## config.mk

```make
export PLATFORM = sky130hd
export DESIGN_NAME = msi_cap_regs
export DESIGN_NICKNAME = d
export VERILOG_FILES = /design/src/rtl/msi_cap_pkg.sv /design/src/rtl/msi_cap_decode.sv /design/src/rtl/msi_cap_ctrl.sv /design/src/rtl/msi_cap_msg.sv /design/src/rtl/msi_cap_vec.sv /design/src/rtl/msi_cap_regs.sv
export SDC_FILE = /design/constraint.sdc
export NUM_CORES = 1
export LEC_CHECK = 0
export BUFFER_PORTS_ARGS = -buffer_cell sky130_fd_sc_hd__buf_2
export CAP_MARGIN = 40
export CORE_AREA = 2 2 112 114
export DETAILED_ROUTE_END_ITERATION = 7
export DIE_AREA = 0 0 114 116
export PLACE_DENSITY = 0.85
export SLEW_MARGIN = 10
export SYNTH_ARGS = -nofsm -noshare
export SYNTH_HDL_FRONTEND = slang
export SYNTH_SLANG_ARGS = --single-unit
```

## constraint.sdc

```tcl
create_clock -name clk -period 2.8 [get_ports clk]
set_input_delay 0.28 -clock clk [delete_from_list [all_inputs] [get_ports clk]]
set_output_delay 0.28 -clock clk [all_outputs]
set_load 0.005 [all_outputs]
```

## src/rtl/msi_cap_pkg.sv

```systemverilog
`timescale 1ns/1ps
package msi_cap_pkg;

  localparam int VEC_MAX = 32;
  localparam int CNT_W   = 3;

  typedef enum logic [2:0] {
    RG_NONE,
    RG_CTRL,
    RG_ALO,
    RG_AHI,
    RG_DATA,
    RG_MASK,
    RG_PEND
  } reg_sel_e;

  function automatic int cap_bytes(input bit is64, input bit pvm);
    if (pvm) return is64 ? 24 : 20;
    return is64 ? 14 : 10;
  endfunction

  function automatic logic [31:0] lane_mask(input logic [3:0] be);
    return {{8{be[3]}}, {8{be[2]}}, {8{be[1]}}, {8{be[0]}}};
  endfunction

  function automatic logic [31:0] merge_w(input logic [31:0] old_v,
                                          input logic [31:0] new_v,
                                          input logic [31:0] lm,
                                          input logic [31:0] wm);
    logic [31:0] m;
    m = lm & wm;
    return (old_v & ~m) | (new_v & m);
  endfunction

endpackage

```

## src/rtl/msi_cap_decode.sv

```systemverilog
`timescale 1ns/1ps
module msi_cap_decode
  import msi_cap_pkg::*;
#(
  parameter int AW   = 8,
  parameter int BASE = 'h50,
  parameter bit IS64 = 1'b1,
  parameter bit PVM  = 1'b1
) (
  input  logic          cfg_wr,
  input  logic [AW-1:0] cfg_addr,
  input  logic [3:0]    cfg_be,
  output reg_sel_e      sel,
  output logic [3:0]    lane_in,
  output logic [3:0]    lane_we,
  output logic          acc
);

  localparam int SIZE = cap_bytes(IS64, PVM);
  localparam logic [AW:0] LO = (AW+1)'(BASE);
  localparam logic [AW:0] HI = (AW+1)'(BASE + SIZE);

  for (genvar i = 0; i < 4; i++) begin : g_lane
    logic [AW:0] ba;
    assign ba         = {1'b0, cfg_addr[AW-1:2], 2'(i)};
    assign lane_in[i] = (ba >= LO) && (ba < HI);
  end

  logic [AW-1:0] rel;
  logic [AW-3:0] didx;
  logic          hit;
  logic          unused_rel;

  assign rel        = cfg_addr - AW'(BASE);
  assign didx       = rel[AW-1:2];
  assign unused_rel = ^rel[1:0];
  assign hit        = |lane_in;

  always_comb begin
    sel = RG_NONE;
    if (hit) begin
      case (int'(didx))
        0:       sel = RG_CTRL;
        1:       sel = RG_ALO;
        2:       sel = IS64 ? RG_AHI : RG_DATA;
        3:       sel = IS64 ? RG_DATA : (PVM ? RG_MASK : RG_NONE);
        4:       sel = PVM ? (IS64 ? RG_MASK : RG_PEND) : RG_NONE;
        5:       sel = (PVM && IS64) ? RG_PEND : RG_NONE;
        default: sel = RG_NONE;
      endcase
    end
  end

  assign lane_we = {4{cfg_wr}} & cfg_be & lane_in;
  assign acc     = |lane_we;

endmodule

```

## src/rtl/msi_cap_ctrl.sv

```systemverilog
`timescale 1ns/1ps
module msi_cap_ctrl #(
  parameter int LOG2_MAXVEC = 3
) (
  input  logic       clk,
  input  logic       rst_n,
  input  logic       acc,
  input  logic       byte_we,
  input  logic [7:0] wbyte,
  output logic       en_q,
  output logic [2:0] cnt_q
);

  localparam logic [2:0] CAP = 3'(LOG2_MAXVEC);

  logic       en_d;
  logic [2:0] cnt_d;
  logic       unused_bits;

  assign unused_bits = ^{wbyte[7], wbyte[3:1]};

  always_comb begin
    en_d  = en_q;
    cnt_d = cnt_q;
    if (byte_we) begin
      en_d  = wbyte[0];
      cnt_d = wbyte[6:4];
    end
    if (en_d && (cnt_d > CAP)) cnt_d = CAP;
  end

  always_ff @(posedge clk or negedge rst_n) begin
    if (!rst_n) begin
      en_q  <= 1'b0;
      cnt_q <= 3'd0;
    end else if (acc) begin
      en_q  <= en_d;
      cnt_q <= cnt_d;
    end
  end


  clamp_chk: assert property (@(posedge clk) disable iff (!rst_n)
    acc |=> (!en_q || (cnt_q <= CAP)))
    else $error("enabled count above capable count after write");


  ctrl_hold_chk: assert property (@(posedge clk) disable iff (!rst_n)
    !acc |=> ($stable(en_q) && $stable(cnt_q)))
    else $error("control changed without an accepted write");

endmodule

```

## src/rtl/msi_cap_msg.sv

```systemverilog
`timescale 1ns/1ps
module msi_cap_msg
  import msi_cap_pkg::*;
#(
  parameter bit IS64 = 1'b1
) (
  input  logic        clk,
  input  logic        rst_n,
  input  logic [3:0]  we_alo,
  input  logic [3:0]  we_ahi,
  input  logic [1:0]  we_data,
  input  logic [31:0] wdata,
  output logic [63:0] msg_addr,
  output logic [15:0] msg_data
);

  localparam logic [31:0] ALO_WM = 32'hFFFF_FFFC;

  logic [31:0] alo_q, alo_d;
  logic [15:0] data_q, data_d;
  logic [31:0] data_m;

  assign alo_d  = merge_w(alo_q, wdata, lane_mask(we_alo), ALO_WM);
  assign data_m = merge_w({16'h0, data_q}, wdata, lane_mask({2'b00, we_data}), 32'h0000_FFFF);
  assign data_d = data_m[15:0];

  always_ff @(posedge clk or negedge rst_n) begin
    if (!rst_n)          alo_q <= 32'h0;
    else if (|we_alo)    alo_q <= alo_d;
  end

  always_ff @(posedge clk or negedge rst_n) begin
    if (!rst_n)          data_q <= 16'h0;
    else if (|we_data)   data_q <= data_d;
  end

  if (IS64) begin : g_hi
    logic [31:0] ahi_q, ahi_d;
    assign ahi_d = merge_w(ahi_q, wdata, lane_mask(we_ahi), 32'hFFFF_FFFF);
    always_ff @(posedge clk or negedge rst_n) begin
      if (!rst_n)        ahi_q <= 32'h0;
      else if (|we_ahi)  ahi_q <= ahi_d;
    end
    assign msg_addr = {ahi_q, alo_q};
  end else begin : g_nohi
    logic unused_ahi;
    assign unused_ahi = ^we_ahi;
    assign msg_addr   = {32'h0, alo_q};
  end


  alo_zero_chk: assert property (@(posedge clk) disable iff (!rst_n)
    (|we_alo) |=> (msg_addr[1:0] == 2'b00))
    else $error("address low bits not zero");


  data_hold_chk: assert property (@(posedge clk) disable iff (!rst_n)
    !(|we_data) |=> $stable(msg_data))
    else $error("data changed without a data write");

  assign msg_data = data_q;

endmodule

```

## src/rtl/msi_cap_vec.sv

```systemverilog
`timescale 1ns/1ps
module msi_cap_vec
  import msi_cap_pkg::*;
#(
  parameter bit PVM         = 1'b1,
  parameter int LOG2_MAXVEC = 3
) (
  input  logic                clk,
  input  logic                rst_n,
  input  logic [3:0]          we_mask,
  input  logic [31:0]         wdata,
  input  logic [VEC_MAX-1:0]  pend_set,
  input  logic [VEC_MAX-1:0]  pend_clr,
  output logic [VEC_MAX-1:0]  vec_mask,
  output logic [VEC_MAX-1:0]  vec_pend
);

  localparam int          NV    = 1 << LOG2_MAXVEC;
  localparam logic [31:0] VALID = 32'hFFFF_FFFF >> (VEC_MAX - NV);

  if (PVM) begin : g_pvm
    logic [31:0] mask_q, mask_d;
    logic [31:0] pend_q, pend_d;

    assign mask_d = merge_w(mask_q, wdata, lane_mask(we_mask), VALID);
    assign pend_d = ((pend_q & ~pend_clr) | pend_set) & VALID;

    always_ff @(posedge clk or negedge rst_n) begin
      if (!rst_n)         mask_q <= 32'h0;
      else if (|we_mask)  mask_q <= mask_d;
    end

    always_ff @(posedge clk or negedge rst_n) begin
      if (!rst_n) pend_q <= 32'h0;
      else        pend_q <= pend_d;
    end

    assign vec_mask = mask_q;
    assign vec_pend = pend_q;


    mask_range_chk: assert property (@(posedge clk) disable iff (!rst_n)
      (|we_mask) |=> ((vec_mask & ~VALID) == 32'h0))
      else $error("mask bit set beyond vector count");


    pend_set_chk: assert property (@(posedge clk) disable iff (!rst_n)
      (|(pend_set & VALID)) |=>
        ((vec_pend & $past(pend_set & VALID)) == $past(pend_set & VALID)))
      else $error("pending set request lost");
  end else begin : g_nopvm
    logic unused_vec;
    assign unused_vec = ^{we_mask, wdata, pend_set, pend_clr};
    assign vec_mask   = '0;
    assign vec_pend   = '0;
  end

endmodule

```

## src/rtl/msi_cap_regs.sv

```systemverilog
`timescale 1ns/1ps
module msi_cap_regs
  import msi_cap_pkg::*;
#(
  parameter int AW          = 8,
  parameter int BASE        = 'h50,
  parameter bit IS64        = 1'b1,
  parameter bit PVM         = 1'b1,
  parameter int LOG2_MAXVEC = 3
) (
  input  logic          clk,
  input  logic          rst_n,
  input  logic          cfg_wr,
  input  logic [AW-1:0] cfg_addr,
  input  logic [3:0]    cfg_be,
  input  logic [31:0]   cfg_wdata,
  output logic [31:0]   cfg_rdata,
  input  logic [31:0]   pend_set,
  input  logic [31:0]   pend_clr,
  output logic          msi_en,
  output logic [2:0]    vec_cnt_log2,
  output logic [63:0]   msg_addr,
  output logic [15:0]   msg_data,
  output logic [31:0]   vec_mask,
  output logic [31:0]   vec_pend,
  output logic          wr_pulse
);

  localparam logic [2:0] CAP = 3'(LOG2_MAXVEC);

  reg_sel_e    sel;
  logic [3:0]  lane_in, lane_we;
  logic        acc;
  logic        pulse_q;
  logic [31:0] rmux;

  msi_cap_decode #(.AW(AW), .BASE(BASE), .IS64(IS64), .PVM(PVM)) u_dec (
    .cfg_wr  (cfg_wr),
    .cfg_addr(cfg_addr),
    .cfg_be  (cfg_be),
    .sel     (sel),
    .lane_in (lane_in),
    .lane_we (lane_we),
    .acc     (acc)
  );

  msi_cap_ctrl #(.LOG2_MAXVEC(LOG2_MAXVEC)) u_ctrl (
    .clk    (clk),
    .rst_n  (rst_n),
    .acc    (acc),
    .byte_we((sel == RG_CTRL) && lane_we[2]),
    .wbyte  (cfg_wdata[23:16]),
    .en_q   (msi_en),
    .cnt_q  (vec_cnt_log2)
  );

  msi_cap_msg #(.IS64(IS64)) u_msg (
    .clk     (clk),
    .rst_n   (rst_n),
    .we_alo  (lane_we & {4{sel == RG_ALO}}),
    .we_ahi  (lane_we & {4{sel == RG_AHI}}),
    .we_data (lane_we[1:0] & {2{sel == RG_DATA}}),
    .wdata   (cfg_wdata),
    .msg_addr(msg_addr),
    .msg_data(msg_data)
  );

  msi_cap_vec #(.PVM(PVM), .LOG2_MAXVEC(LOG2_MAXVEC)) u_vec (
    .clk     (clk),
    .rst_n   (rst_n),
    .we_mask (lane_we & {4{sel == RG_MASK}}),
    .wdata   (cfg_wdata),
    .pend_set(pend_set),
    .pend_clr(pend_clr),
    .vec_mask(vec_mask),
    .vec_pend(vec_pend)
  );

  always_comb begin
    case (sel)
      RG_CTRL: rmux = {7'h0, PVM, IS64, vec_cnt_log2, CAP, msi_en, 16'h0};
      RG_ALO:  rmux = msg_addr[31:0];
      RG_AHI:  rmux = msg_addr[63:32];
      RG_DATA: rmux = {16'h0, msg_data};
      RG_MASK: rmux = vec_mask;
      RG_PEND: rmux = vec_pend;
      default: rmux = 32'h0;
    endcase
  end

  assign cfg_rdata = rmux & lane_mask(lane_in);

  always_ff @(posedge clk or negedge rst_n) begin
    if (!rst_n) pulse_q <= 1'b0;
    else        pulse_q <= acc;
  end

  assign wr_pulse = pulse_q;


  pulse_idle_chk: assert property (@(posedge clk) disable iff (!rst_n)
    !(cfg_wr && (|cfg_be)) |=> !wr_pulse)
    else $error("strobe without a write");


  below_base_chk: assert property (@(posedge clk) disable iff (!rst_n)
    ({1'b0, cfg_addr[AW-1:2], 2'b11} < (AW+1)'(BASE)) |-> (cfg_rdata == 32'h0))
    else $error("nonzero read below the structure");

endmodule

```

After elaboration in Yosys (flattened, before gate mapping)
Index checks and enable logic that the tools add are counted.
{"block": "totals", "register_bits": 125, "inputBits": 111, "out_inout_bits": 181, "elab_cells": 74}
{"block": "op_classes", "n_addsub": 1, "order_cmp": 9, "eq_ne": 11, "muxes": 6, "n_bitwise": 26, "n_reduce_logical": 13}
{"cell": "32-bit AND", "count": 6}
{"cell": "32-bit one-hot mux with 6 select lines", "count": 1}
{"cell": "32-bit OR", "count": 3}
{"cell": "32-bit inverter", "count": 2}
{"cell": "16-bit AND", "count": 2}
{"cell": "32-bit by 8-bit AND with 32-bit output", "count": 1}
{"cell": "8-bit by 7-bit greater-or-equal comparator with 1-bit output (second input constant)", "count": 4}
{"cell": "8-bit by 7-bit < comparator with 1-bit output (second input constant)", "count": 4}
{"cell": "8-bit inverter with 32-bit output", "count": 1}
{"cell": "4-bit AND", "count": 5}
{"cell": "4-bit OR reduction", "count": 5}
{"cell": "3-bit one-hot mux with 6 select lines", "count": 1}
{"cell": "16-bit inverter", "count": 1}
{"cell": "16-bit OR", "count": 1}
{"cell": "6-bit by 2-bit equality test with 1-bit output (second input constant)", "count": 2}
{"cell": "6-bit by 3-bit equality test with 1-bit output (second input constant)", "count": 2}
{"cell": "3-bit equality test (second input constant)", "count": 3}
{"cell": "3-bit 2-to-1 mux", "count": 3}
{"cell": "8-bit AND", "count": 1}
{"cell": "8-bit inverter", "count": 1}
{"cell": "8-bit OR", "count": 1}
{"cell": "8-bit by 7-bit subtractor with 8-bit output (second input constant)", "count": 1}
{"cell": "3-bit by 2-bit equality test with 1-bit output (second input constant)", "count": 2}
{"cell": "6-bit by 1-bit equality test with 1-bit output (second input constant)", "count": 1}
{"cell": "other kinds (7)", "count": 12}

Logic depth before layout (Yosys ltp)
Gate-level depths: netlist of the first run.
{"block": "logic_depth", "depth_word": 10, "ltp_mapped": 7, "mapped_depth_nobuf": 4}

By module
A second synthesis of the first run with hierarchy kept.
{"block": "hier_totals", "hier_cells": 534, "hier_area_um2": 6329.8}
{"mod": "msi_cap_msg", "n_inst": 1, "cells_per_inst": 169, "area_per_inst_um2": 3254.4}
{"mod": "msi_cap_regs", "n_inst": 1, "cells_per_inst": 235, "area_per_inst_um2": 1710.4}
{"mod": "msi_cap_vec", "n_inst": 1, "cells_per_inst": 90, "area_per_inst_um2": 985.9}
{"mod": "msi_cap_decode", "n_inst": 1, "cells_per_inst": 26, "area_per_inst_um2": 205.2}
{"mod": "msi_cap_ctrl", "n_inst": 1, "cells_per_inst": 14, "area_per_inst_um2": 173.9}

Worst setup path after synthesis of the first run
Ideal clock, no wire load.
{"block": "synth_timing", "path_type": "input port to output port", "from": "input port cfg_addr[5]", "to": "output port cfg_rdata[14]", "arrival_time_ns": 1.493, "required_time_ns": 2.520, "slack_ns": 1.027, "cell_stages": 7, "cell_sequence": "and4bb_1 and2_1 buf_2 buf_2 buf_2 a22oi_1 mux2i_1"}
{"block": "synth_between", "elab_chain_cells": 7}
{"item": "start: declaration", "line": "msi_cap_regs.sv:14", "rtl": "input logic [AW-1:0] cfg_addr,"}
{"item": "8-bit by 7-bit subtractor with 8-bit output, or another cell as far along", "line": "msi_cap_decode.sv:34", "rtl": "assign rel = cfg_addr - AW'(BASE);"}
{"item": "6-bit by 3-bit equality test with 1-bit output, or another cell as far along", "line": "msi_cap_decode.sv:42", "rtl": "case (int'(didx))"}
{"item": "3-bit one-hot mux with 6 select lines or 4-bit OR reduction (tied branches)", "line": "msi_cap_decode.sv:42, msi_cap_decode.sv:37"}
{"item": "3-bit 2-to-1 mux", "line": "msi_cap_decode.sv:41", "rtl": "if (hit) begin"}
{"item": "3-bit equality test, or another cell as far along", "line": "msi_cap_regs.sv:80", "rtl": "case (sel)"}
{"item": "32-bit one-hot mux with 6 select lines", "line": "msi_cap_regs.sv:80"}
{"item": "32-bit AND *", "line": "msi_cap_regs.sv:91", "rtl": "assign cfg_rdata = rmux & lane_mask(lane_in);"}
{"item": "end: declaration", "line": "msi_cap_regs.sv:17", "rtl": "output logic [31:0] cfg_rdata,"}
Every way passes the cells marked *; elsewhere a longest branch is shown, timed or not.

Final worst setup path of the first run
{"block": "layout_timing", "from": "input port cfg_addr[6]", "to": "output port cfg_rdata[5]"}
Same word-level chain as after synthesis.

==> results of run 1 <==
[metal layers]
layer	up-vias	global-route usage (%)	part of all wire (%)
met5	-	0	0.097
met4	2	8.049	2.2
met3	27	6.642	8.0
met2	195	35.40	50
met1	1876	23.56	39
li1	1691	-	-
[per-stage QoR]
stage	setup WS, ns	hold WS [ns]	power [mW]
2_1_floorplan	1.027	-0.01559	1.738
3_3_place_gp	0.5083	0.3240	1.862
3_5_place_dp	0.4523	0.3308	1.880
4_1_cts	0.6476	0.1019	3.072
5_1_grt	0.5685	0.1107	3.174
6_report	0.6831	0.1064	3.034
[cells in the final DEF, fill, tap and decap left out, types with 3 or more instances in the layout]
master,Yosys,routed
buf_4,50,6
nand2b_1,6,6
diode_2,0,3
a22o_1,18,18
o2bb2ai_1,4,4
nand3_1,6,6
conb_1,1,50
buf_2,6,190
nor2_1,9,9
a221o_1,6,6
a22oi_1,8,8
mux2_1,3,3
inv_1,9,9
clkbuf_16,0,9
mux2_2,76,76
a21o_1,9,9
mux2i_1,22,22
mux2_4,8,8
dfrtp_1,99,99
nand2_1,14,14
[repair_timing]
action / CTS / global route
buffers inserted: 0 / 0
endpoints found under the hold margin: 48 / 0
hold buffers: 1 / 0
[cells by family (layout without fill, tap and decap cells)]
group                  count (synthesis)  count (layout)
AO/OA/AOI/OAI                         54              54
AND/OR/NAND/NOR                       52              52
buffers and inverters                 74             224
other                                  1              53
flip-flops                            99              99
multiplexers                         109             109
[power by group through the flow]
stage	Clock, mW	Sequential, mW	Combinational, mW
after floorplan	0	1.57	0.170
after global placement	0	1.56	0.299
after detailed placement	0	1.57	0.310
after CTS	1.22	1.54	0.313
after global routing	1.28	1.55	0.345
final	1.18	1.54	0.309
[how the worst max path moves through the flow]
stage               cells past startpoint         from             to  slack (ns)
detailed placement                      5  cfg_addr[5]      flip-flop        0.45
finish                                  7  cfg_addr[6]   cfg_rdata[5]        0.68
floorplan                               7  cfg_addr[5]  cfg_rdata[14]        1.03
global route                            6  cfg_addr[5]  cfg_rdata[17]        0.57
global placement                        5  cfg_addr[5]      flip-flop        0.51
CTS                                     6  cfg_addr[5]  cfg_rdata[17]        0.65
[cell type report]
cell class | instances | area [um2]
timing repair buffer | 199 | 1046
inverter | 9 | 33.78
clock inverter | 5 | 37.54
sequential | 99 | 2477
clock buffer | 11 | 252.7
fill | 1060 | 5723
tap | 147 | 183.9
multi-input combinational | 265 | 2150
antenna | 3 | 7.507
[critical path, stage by stage]
cell and delay (ns):
buf_2 0.12, and4bb_1 0.22, and2_1 0.36, buf_12 0.24
a22o_1 0.18, a221o_1 0.31, buf_2 0.13
==> impl_metrics.tcl, run 1 <==
set metrics [dict create \
    r2r_cells 3 \
    synth_xor_area_share_pct 0 \
    cts_tree "built" \
    dpl.hpwl_um 10110 \
    irDropWorstVdd_mv 0.2935 \
    grt_pass1_wl_um 20590 \
    fmax_mhz 472.4 \
    synth_cells 389 \
    numCtsBuffers 9 \
    timing.final.crit_share_pct 75.60 \
    finalCriticalPeriod_ns 2.117 \
    yosys.area_share.adder_pct 0 \
    tns_ns 0 \
    synth_mux_area_share_pct 25.01 \
    overflow 0 \
    synth_top_family_by_area "multiplexers" \
    die_y_um 116 \
    io_buffers 191 \
    dieArea_um2 13220 \
    routed_via_density 5.137 \
    yosysTopAreaCellShare_pct 50.37 \
    clock_skew_ns 0.002294 \
    p_sw_mw 0.7401 \
    ys.flop_type "dfrtp_1" \
    area_delta_synth_final_pct 25.82 \
    antenna_left 0 \
    fin_area_um2 6188 \
    relSlewSlack_pct 52.06 \
    finalHoldViolCount 0 \
    drt-total-wl_um 13420 \
    slew_violations 0 \
    cellLeakagePower_nw 3.564 \
    postSynthAreaPerCell_um2 12.64 \
    dpl_cell_area_um2 5881 \
    place_congestion 0.7819 \
    dr.pass1.iters 4 \
    final_layout_size_suffix_gt1_share_pct 51.19 \
    rsz0062_at_grt "no" \
    ioPinCount 292 \
    cp_max_fo 13 \
    clkPwrFrac_pct 39.0 \
    drc 0 \
    synth-simple-area-share_pct 5.825 \
    crit_arrival_ns 1.84 \
    stdcell_count 738 \
    worstSkewPairLatency_ns 0.34 \
    clock-sinks 99 \
    cts_resized 0 \
    hp-start "pend_set[0]" \
    htreeDepth 3 \
    setup.worst_path.start_class "input pin" \
    p_seq_share_pct 50.8 \
    grt_usage_pct 20.42 \
    status "finished clean" \
    swShare_pct 24.39 \
    clockRootBuffer "clkbuf_16" \
    start_util_pct 41.29 \
    routedWlPerCell_um 18.18 \
    dr_total_vias 3791 \
    core_um2 11910 \
    ys_seq_elements 99 \
    tightest_slew_ns 0.7191 \
    r2r_slack_ns 1.81 \
    synth.cell_area_um2 4918 \
    cts_buffer_depth 2 \
    critical_path_class "input pin to output port" \
    synth_common_cells "99 x dfrtp_1, 76 x mux2_2, 50 x buf_4, 22 x mux2i_1, 18 x a22o_1" \
    setup_viol 0 \
    nets 694 \
    utilization_pct 51.95 \
    drt_iter0_markers 143 \
    grt_pass1_vias 3874 \
    combPwrFrac_pct 10.2 \
    synth-edff-count 0 \
    antenna_found_initial 4 \
    synthDistinctLibCells 40 \
    min_path_type "input pin to flip-flop" \
    cap_viol_max_count 0 \
    grt_max_degree 52 \
    synth_most_common_cell "dfrtp_1" \
    async_flop_share_pct 100.0 \
    holdPathStages 2 \
    std_cell_rows 40 \
    worstSetupEndpointType "output port" \
    powerDensity_nw_per_um2 490.3 \
    synthesis.yosys.warnings 0 \
    reg2reg_from "u_ctrl.cnt_q[2]" \
    hold_end "u_vec.vec_pend[0]" \
    dp.cells 718 \
    yosys-top-cells-area "dfrtp_1 50%, mux2_2 17%, buf_4 7.6%, mux2i_1 4.5%, a22o_1 3.2%" \
    internal_power_mw 2.294 \
    synth_compound_area_share_pct 8.954 \
    die_w_um 114 \
    seq_area_frac_synth_pct 50.37 \
    yosysTopAreaCell "dfrtp_1" \
    required_ns 2.52 \
    r2r-end "u_ctrl.cnt_q[1]" \
    clk_pin_slew_ns 0.07 \
]
Note: power is estimated with default switching activity, not from simulation.
==> run 2, diff against run 1 <==
CORE_AREA = default   (was 2 2 112 114)
CORE_UTILIZATION = 40   (was default)
DIE_AREA = default   (was 0 0 114 116)
PLACE_DENSITY = 0.87   (was 0.85)
clock period = 1.8 ns   (was 2.8 ns; I/O delays follow)
==> run 2 against run 1 <==
Net effect:
- non-clock buffer count up 20
- sequential power up 56%
- count of clock-buffer cells in the layout down 1
- combinational power up 63%
- critical path depth unchanged
- via count up 4.0%
- sequential share of layout area down 1.5 points
- global-route usage up 1.1 points
- register-to-register slack worse by 0.96 ns
==> impl_metrics.tcl, run 2 (synthesis gave the netlist of run 1 again) <==
set metrics [dict create \
    cp_max_fo 24 \
    die_y_um 112.9 \
    cellLeakagePower_nw 3.686 \
    dp.cells 734 \
    area_delta_synth_final_pct 30.86 \
    dpl.hpwl_um 9825 \
    postCtsSetupBuffers 0 \
    cts_resized 0 \
    nets 714 \
    min_path_type "input pin to flip-flop" \
    timing.final.crit_share_pct 96.74 \
    overflow 0 \
    clock_skew_ns 0.004357 \
    tightest_slew_ns 0.5682 \
    finalHoldViolCount 0 \
    setup.worst_path.start_class "input pin" \
    power_mw 4.980 \
    routedWlPerCell_um 17.89 \
    numCtsBuffers 9 \
    cap_viol_max_count 0 \
    crit_arrival_ns 1.56 \
    place_congestion 0.8275 \
    dr.pass1.iters 4 \
    core_um2 12010 \
    fmax_mhz 574.3 \
    io_buffers 191 \
    layout_common_cells "190 x buf_2, 99 x dfrtp_1, 76 x mux2_2" \
    final_layout_size_suffix_gt1_share_pct 51.97 \
    grt_pass1_vias 3904 \
    finalCriticalPeriod_ns 1.741 \
    worstSetupEndpointType "output port" \
    utilization_pct 53.58 \
    clk_pin_slew_ns 0.07 \
    antenna_left 0 \
    die_w_um 112.9 \
    drt-total-wl_um 13550 \
    start_util_pct 40.95 \
    critical_path_class "input pin to output port" \
    stdcell_count 757 \
    rsz0062_at_grt "no" \
    hold_buffers 5 \
    clockRootBuffer "clkbuf_16" \
    setup_viol 0 \
    cts_buffer_depth 2 \
    ioPinCount 292 \
    antenna_found_initial 3 \
    drc 0 \
    htreeDepth 3 \
    final_common_cell "buf_2" \
    holdPathStages 2 \
    r2r_cells 3 \
    worstSkewPairLatency_ns 0.35 \
    powerDensity_nw_per_um2 773.7 \
    grt_max_degree 58 \
    grt_pass1_wl_um 20630 \
    relSlewSlack_pct 61.77 \
    cts_tree "built" \
    status "finished clean" \
    grt_usage_pct 21.49 \
    clock-sinks 99 \
    fin_hold_ws_ns 0.01015 \
    required_ns 1.62 \
    std_cell_rows 40 \
    slew_violations 0 \
    dr_total_vias 3941 \
    irDropWorstVdd_mv 0.4892 \
    drt_iter0_markers 139 \
    dieArea_um2 12740 \
    routed_via_density 5.206 \
]
-- run 2: cell count changes in the layout (fill, tap and decap cells not counted) --
cell	delta
inv_6	+1
diode_2	-1
buf_12	+5
dlygate4sd3_1	+4
clkbuf_1	+1
clkbuf_8	-2
clkinv_4	-2
buf_4	+11
bufinv_16	+2
-- run 2: power by group --
part / switching, mW / internal [mW] / leakage [nW] / total, mW
logic: 0.256 / 0.248 / 2.19 / 0.504
registers: 0.0777 / 2.32 / 1.34 / 2.40
clock network: 0.854 / 1.22 / 0.149 / 2.07
total: 1.19 / 3.79 / 3.69 / 4.98
-- run 2: worst paths after layout --
kind / startpoint / to / slack [ns]
setup / recovery: cfg_addr[5] / cfg_rdata[2] / 0.06
hold / removal: pend_set[5] / u_vec.vec_pend[5] / 0.01
setup reg to reg: u_ctrl.en_q / u_ctrl.cnt_q[1] / 0.85
hold reg to reg: u_vec.vec_pend[4] / u_vec.vec_pend[4] / 0.51
max in group asynchronous: rst_n / async pin / 0.91
min in group asynchronous: rst_n / async pin / 0.23
-- run 2: final cells by class --
class	count	area (um2)
Sequential cell	99	2477
Clock inverter	6	88.84
Inverter	9	33.78
Tap cell	147	183.9
Multi-Input combinational cell	265	2150
Timing Repair Buffer	219	1269
Clock buffer	10	229.0
Antenna cell	2	5.005
Fill cell	1016	5575
-- run 2: through the flow --
step	setup TNS (ns)	instance area, um2	setup WS (ns)
after floorplan	0	5102	0.2269
after global placement	0	6063	0.02285
after detailed placement	-0.07828	6063	-0.02731
after CTS	0	6431	0.05917
after global routing	0	6436	0.01048
final	0	6436	0.05860
-- run 2: layer usage --
layer	GRT usage [%]	vias up	share of wire, %
met4	10.88	2	2.6
met1	23.66	1961	38
li1	-	1736	-
met2	38.60	212	53
met5	0	-	0.096
met3	5.303	30	7.1
-- run 2: worst max-delay path, cell delays in order --
cell and delay (ns):
buf_2 0.11, and4bb_1 0.26, and2_1 0.20, buf_12 0.17
a22o_1 0.19, a221o_1 0.31, buf_2 0.14
